`src/rtl/bp_pkg.sv`:
```
package bp_pkg;
  typedef enum logic {
    MODE_BASE16 = 1'b0,
    MODE_FULL24 = 1'b1
  } addr_mode_e;
endpackage

```
`src/rtl/bp_regs.sv`:
```
module bp_regs #(
  parameter int NUM_BP    = 4,
  parameter int AW        = 24,
  parameter int DW        = 8,
  parameter int RAW       = 8,
  parameter int CTRL_ADDR = 16
) (
  input  logic                       clk_i,
  input  logic                       rst_ni,
  input  logic                       wr_en_i,
  input  logic [RAW-1:0]             wr_addr_i,
  input  logic [DW-1:0]              wr_data_i,
  output logic [NUM_BP-1:0][AW-1:0]  bp_addr_o,
  output logic [NUM_BP-1:0]          bp_en_o
);
  localparam int BYTES  = AW / DW;
  localparam int SLOT_W = $clog2(BYTES);
  localparam int STRIDE = 1 << SLOT_W;

  logic [DW-1:0] byte_q [NUM_BP][BYTES];
  logic [NUM_BP-1:0] en_q;

  // breakpoint bytes carry no reset; enables gate them until loaded
  always_ff @(posedge clk_i) begin
    if (wr_en_i) begin
      for (int x = 0; x < NUM_BP; x++) begin
        for (int b = 0; b < BYTES; b++) begin
          if (wr_addr_i == RAW'(x * STRIDE + b)) byte_q[x][b] <= wr_data_i;
        end
      end
    end
  end

  always_ff @(posedge clk_i or negedge rst_ni) begin
    if (!rst_ni) en_q <= '0;
    else if (wr_en_i && wr_addr_i == RAW'(CTRL_ADDR)) en_q <= wr_data_i[NUM_BP-1:0];
  end

  always_comb begin
    for (int x = 0; x < NUM_BP; x++) begin
      for (int b = 0; b < BYTES; b++) begin
        bp_addr_o[x][b*DW +: DW] = byte_q[x][b];
      end
    end
  end

  assign bp_en_o = en_q;
endmodule

```
`src/rtl/bp_eff_addr.sv`:
```
module bp_eff_addr
  import bp_pkg::*;
#(
  parameter int AW     = 24,
  parameter int BASE_W = 8
) (
  input  logic              mode_i,
  input  logic [BASE_W-1:0] base_i,
  input  logic [AW-1:0]     addr_i,
  output logic [AW-1:0]     eff_o
);
  localparam int LOW_W = AW - BASE_W;

  always_comb begin
    unique case (addr_mode_e'(mode_i))
      MODE_FULL24: eff_o = addr_i;
      default:     eff_o = {base_i, addr_i[LOW_W-1:0]};
    endcase
  end
endmodule

```
`src/rtl/bp_match.sv`:
```
module bp_match #(
  parameter int NUM_BP = 4,
  parameter int AW     = 24
) (
  input  logic                      valid_i,
  input  logic [AW-1:0]             eff_i,
  input  logic [NUM_BP-1:0][AW-1:0] bp_addr_i,
  input  logic [NUM_BP-1:0]         bp_en_i,
  output logic [NUM_BP-1:0]         hit_o
);
  for (genvar x = 0; x < NUM_BP; x++) begin : g_cmp
    assign hit_o[x] = valid_i && bp_en_i[x] && (eff_i == bp_addr_i[x]);
  end
endmodule

```
`src/rtl/bp_brk_ctl.sv`:
```
module bp_brk_ctl #(
  parameter int NUM_BP = 4
) (
  input  logic              clk_i,
  input  logic              rst_ni,
  input  logic              valid_i,
  input  logic              fetch_i,
  input  logic              iend_i,
  input  logic [NUM_BP-1:0] hit_i,
  output logic              brk_o,
  output logic [NUM_BP-1:0] hit_o,
  output logic              pend_o
);
  logic any_hit, imm_brk, defer_hit, brk_d, pend_d;
  logic brk_q, pend_q;
  logic [NUM_BP-1:0] hit_q;

  assign any_hit   = |hit_i;
  assign imm_brk   = valid_i && fetch_i && any_hit;
  assign defer_hit = valid_i && !fetch_i && any_hit;
  assign brk_d     = imm_brk || (iend_i && (pend_q || defer_hit));
  // any issued break consumes the pending request
  assign pend_d    = brk_d ? 1'b0 : (pend_q || defer_hit);

  always_ff @(posedge clk_i or negedge rst_ni) begin
    if (!rst_ni) begin
      brk_q  <= 1'b0;
      pend_q <= 1'b0;
      hit_q  <= '0;
    end else begin
      brk_q  <= brk_d;
      pend_q <= pend_d;
      hit_q  <= valid_i ? hit_i : '0;
    end
  end

  assign brk_o  = brk_q;
  assign hit_o  = hit_q;
  assign pend_o = pend_q;
endmodule

```
`src/rtl/addr_bp_unit.sv`:
```
module addr_bp_unit #(
  parameter int NUM_BP    = 4,
  parameter int AW        = 24,
  parameter int DW        = 8,
  parameter int RAW       = 8,
  parameter int BASE_W    = 8,
  parameter int CTRL_ADDR = 16
) (
  input  logic              clk_i,
  input  logic              rst_ni,
  input  logic              wr_en_i,
  input  logic [RAW-1:0]    wr_addr_i,
  input  logic [DW-1:0]     wr_data_i,
  input  logic              bus_valid_i,
  input  logic              opfetch_i,
  input  logic              instr_end_i,
  input  logic              mode_i,
  input  logic [BASE_W-1:0] mbase_i,
  input  logic [AW-1:0]     addr_i,
  output logic              brk_o,
  output logic [NUM_BP-1:0] hit_o
);
  logic [NUM_BP-1:0][AW-1:0] bp_addr;
  logic [NUM_BP-1:0]         bp_en;
  logic [AW-1:0]             eff_addr;
  logic [NUM_BP-1:0]         match_vec;
  logic                      pend_q;

  bp_regs #(
    .NUM_BP(NUM_BP), .AW(AW), .DW(DW), .RAW(RAW), .CTRL_ADDR(CTRL_ADDR)
  ) u_regs (
    .clk_i(clk_i), .rst_ni(rst_ni), .wr_en_i(wr_en_i), .wr_addr_i(wr_addr_i),
    .wr_data_i(wr_data_i), .bp_addr_o(bp_addr), .bp_en_o(bp_en)
  );

  bp_eff_addr #(.AW(AW), .BASE_W(BASE_W)) u_eff (
    .mode_i(mode_i), .base_i(mbase_i), .addr_i(addr_i), .eff_o(eff_addr)
  );

  bp_match #(.NUM_BP(NUM_BP), .AW(AW)) u_match (
    .valid_i(bus_valid_i), .eff_i(eff_addr), .bp_addr_i(bp_addr),
    .bp_en_i(bp_en), .hit_o(match_vec)
  );

  bp_brk_ctl #(.NUM_BP(NUM_BP)) u_ctl (
    .clk_i(clk_i), .rst_ni(rst_ni), .valid_i(bus_valid_i), .fetch_i(opfetch_i),
    .iend_i(instr_end_i), .hit_i(match_vec), .brk_o(brk_o), .hit_o(hit_o),
    .pend_o(pend_q)
  );
endmodule

```
`config.mk`:
```
export PLATFORM = sky130hd
export DESIGN_NAME = addr_bp_unit
export DESIGN_NICKNAME = d
export VERILOG_FILES = /design/src/rtl/bp_pkg.sv /design/src/rtl/bp_regs.sv /design/src/rtl/bp_eff_addr.sv /design/src/rtl/bp_match.sv /design/src/rtl/bp_brk_ctl.sv /design/src/rtl/addr_bp_unit.sv
export SDC_FILE = /design/constraint.sdc
export NUM_CORES = 1
export LEC_CHECK = 0
export ABC_AREA = 1
export CELL_PAD_IN_SITES_DETAIL_PLACEMENT = 2
export CELL_PAD_IN_SITES_GLOBAL_PLACEMENT = 2
export CORE_UTILIZATION = 34
export CTS_CLUSTER_DIAMETER = 150
export DETAILED_ROUTE_END_ITERATION = 16
export PLACE_DENSITY = 0.77
export SYNTH_ARGS = -nofsm -noshare
export SYNTH_HDL_FRONTEND = slang
export SYNTH_SLANG_ARGS = --single-unit
```
`constraint.sdc`:
```
create_clock -name clk_i -period 1.6 [get_ports clk_i]
set_input_delay 0.24 -clock clk_i [delete_from_list [all_inputs] [get_ports clk_i]]
set_output_delay 0.24 -clock clk_i [all_outputs]
set_load 0.01 [all_outputs]
```
==> flow_summary.toml <==
[synthesis]
ys_seq_area_share_pct = 60.12
synth-edff-count = 96
synth.most_common_cell = "nand2_1"
yosys-top-cells-area = "edfxtp_1 (55%), nand2_1 (17%), inv_1 (7.2%)"
ys_ff_latch = 106
synthFlopType = "edfxtp_1"
synth_top_area_share_pct = 55.32
synth_cell_types = 19
synthCells = 605
avgSynthCellArea_um2 = 8.614
synthArstFlopShare_pct = 9.434
syn_area_um2 = 5211
yosysTopAreaCell = "edfxtp_1"
yosys_warnings = 0
synth_nets = 660
synth_top_cells_by_count = "nand2_1 (230), inv_1 (100), edfxtp_1 (96), nor2_1 (83), o21ai_0 (28)"

[min_path]
hold_path_class = "input port to asynchronous set/reset pin"

[floorplanning]
die_x_um = 125.8
dieArea_um2 = 15830
rows = 44
start_util_pct = 35.32
coreArea_um2 = 14750
dieHeight_um = 125.8
pin_count = 60

[critical_path]
cp_num_buf_inv = 3
worst_setup_path_start_kind = "input port"
cp_slowest_cell = "clkdlybuf4s50_1"
cpPeakStageDelay_ns = 0.53
critPathArrivalTime_ns = 2.09
cp_common_cell = "nand2_2"
cpLargestDelayFamily = "simple AND/OR/NAND/NOR gates"
cp_max_fo = 4
cp-end-kind = "flip-flop"
crit_type = "input port to flip-flop"
worstPathCellList = "clkdlybuf4s50_1 -> inv_2 -> nand2_1 -> nand3_1 -> nor2_1 -> nand2_2 -> nor2_4 -> nand3_2 -> nor2_4 -> nor2_2 -> nand2_2 -> nand2_2 -> nand2_2 -> nand3_2 -> inv_2"
required_ns = 1.91

[layout]
final_cell_area_um2 = 7077
finalNonFillerCells = 928
fill_cells = 1620
area_growth_pct = 35.80
antennaDiodeCount = 0
final_net_count = 794
layout-drive-gt1-share_pct = 21.37

[cts]
cts_inserted_buffers = 9
ctsHoldBuffers = 0
cts.root.buffer_cell = "clkbuf_16"
clock_latency_ns = 0.37
cts_tree = "yes"
clkSlewWorstSetupHoldPaths_ns = 0.08
htree_levels = 3
cts.sinks = 106
clk_path_buf_depth = 2

[route]
top_layer_used = "met4"
ant_nets = 0
wire_per_inst_um = 20.89
drt-vias-per-instance = 4.885
met2_length_mm = 10.16
remaining_drc_errors = 0
drt_iter0_markers = 240
vias = 4533
met1_length_mm = 7.936
met3RoutedLength_um = 928
drt_pass1_iterations = 5
wl_mm = 19.39

[global_routing]
grt_start_max_net_pins = 20
antenna_found_initial = 0
grt_pass1_wl_mm = 29.11
grt_pass1_vias = 5183
track_usage_pct = 25.38
gr-total-overflow = 0

[sta]
rsz0062_at_grt = "true"
final_max_slew_viol_count = 0
hold_viol = 0
worst_pin_slew_ns = 0.5746
timing.final.ws_setup_ns = -0.1822
worst_clock_skew_ns = 0.009520
post-route-period-util_pct = 111.4
report.final.setup_viol = 2
relSlewSlack_pct = 61.57
setup_tns_ns = -0.3626
fmax_ghz = 0.5611
fin_crit_ns = 1.782

[place]
gp_congestion = 0.8190
place_hpwl_mm = 14.44
portBuffers = 59
dp_cells = 906
place_area_um2 = 6476

[job]
cap_violations = 0

[run_status]
violations = "negative setup slack"
status = "complete, but fails checks"

[pwr]
powerDensity_nw_per_um2 = 856.4
p_leak_nw = 3.233
ir_worst_vdd_mv = 0.6734
==> where the power goes <==
| group | internal [mW] | total, mW | switching (mW) | leakage [nW] |
|---|---|---|---|---|
| clock | 1.25 | 2.36 | 1.12 | 0.150 |
| combinational | 0.286 | 0.666 | 0.380 | 2.08 |
| sequential | 3.02 | 3.03 | 0.00569 | 1.00 |
==> sequential cells by signal, summed over array words and instances (netlist names) <==
| register | count |
|---|---|
| u_ctl.brk_o | 1 |
| u_ctl.hit_o | 4 |
| u_regs.bp_en_o | 4 |
| u_regs.byte_q | 96 |
| u_ctl.pend_o | 1 |
==> per-stage QoR <==
stage               setup slack (ns)  utilization, %  hold WS (ns)  power [mW]
global route                 -0.2712           47.96        0.2663       6.263
finish                       -0.1822           47.96        0.2359       6.060
CTS                          -0.1657           46.85        0.2343       6.088
detailed placement           -0.8608           43.89        0.5013       3.714
global placement             -0.6886           43.89        0.4952       3.675
floorplan                    0.08492               -      -0.05559       3.309
==> logic make-up (layout without fill, tap and decap cells) <==
family,Yosys count,after routing,share of synthesized area [%]
flip-flops,106,106,60.12
multiplexers,4,4,0.8643
AO/OA/AOI/OAI,29,29,2.785
AND/OR/NAND/NOR,351,351,26.58
XOR/XNOR,12,12,2.017
buffers and inverters,103,242,7.635
==> layout make-up <==
class                   count  area (µm²)  share of cell area (%)
well taps                 184       230.2                   3.253
multi-input cells         396        1888                   26.68
clock inverters             7       86.33                   1.220
inverters                 101       379.1                   5.357
clock buffers               9       225.2                   3.182
repair buffers            125        1135                   16.04
flip-flops and latches    106        3133                   44.27
==> worst reg2reg max path, stage by stage (launching register included) <==
cell and delay, ns:
edfxtp_1 0.41, nand2_2 0.12, o21ai_0 0.10, nor2_1 0.09, nand2_1 0.08, nor2_2 0.16, nand3_2 0.15, nor2_4 0.16
nor2_2 0.05, nand2_2 0.13, nand2_2 0.07, nand2_2 0.07, nand3_2 0.08, inv_2 0.04
==> timing repair <==
| item | in CTS | in global routing |
|---|---|---|
| pin swaps | 23 | 31 |
| endpoints found under the setup margin | 68 | 65 |
| buffers inserted | 4 | 5 |
| resized for setup | 53 | 53 |
==> metal layers <==
layer | GRT usage [%] | vias up
met5 | 0 | -
met3 | 4.800 | 21
met1 | 30.74 | 2267
met2 | 45.95 | 90
met4 | 7.087 | 0
li1 | - | 2155
==> layout by cell type, fill, tap and decap left out, types with 8 or more instances in the layout <==
| cell type | count |
|---|---|
| nand3_2 | 9 |
| dfrtp_1 | 10 |
| nand2_1 | 217 |
| xnor2_1 | 8 |
| clkbuf_16 | 9 |
| buf_4 | 55 |
| nor2_2 | 22 |
| inv_2 | 12 |
| buf_6 | 10 |
| clkdlybuf4s50_1 | 42 |
| inv_1 | 89 |
| edfxtp_1 | 96 |
| nand3_1 | 15 |
| o21ai_0 | 20 |
| nor2_1 | 57 |
| nand2_2 | 19 |
| dlygate4sd2_1 | 11 |
==> final timing paths <==
check                                               startpoint                             to  slack [ns]  cells after the start
worst min-delay path                                    rst_ni       u_ctl.hit_o[0]$_DFF_PN0_        0.24                      1
worst max-delay path                                addr_i[14]         u_ctl.pend_o$_DFF_PN0_       -0.18                     15
worst min register to register   u_regs.bp_en_o[2]$_DFFE_PN0P_  u_regs.bp_en_o[2]$_DFFE_PN0P_        0.53                      1
worst max register to register  u_regs.byte_q[1][22]$_DFFE_PP_         u_ctl.pend_o$_DFF_PN0_       -0.18                     13
min in group clk_i                                 instr_end_i          u_ctl.brk_o$_DFF_PN0_        0.47                      3
max in group asynchronous                               rst_ni         u_ctl.pend_o$_DFF_PN0_        0.99                      1
(Power assumes the default switching activity.)
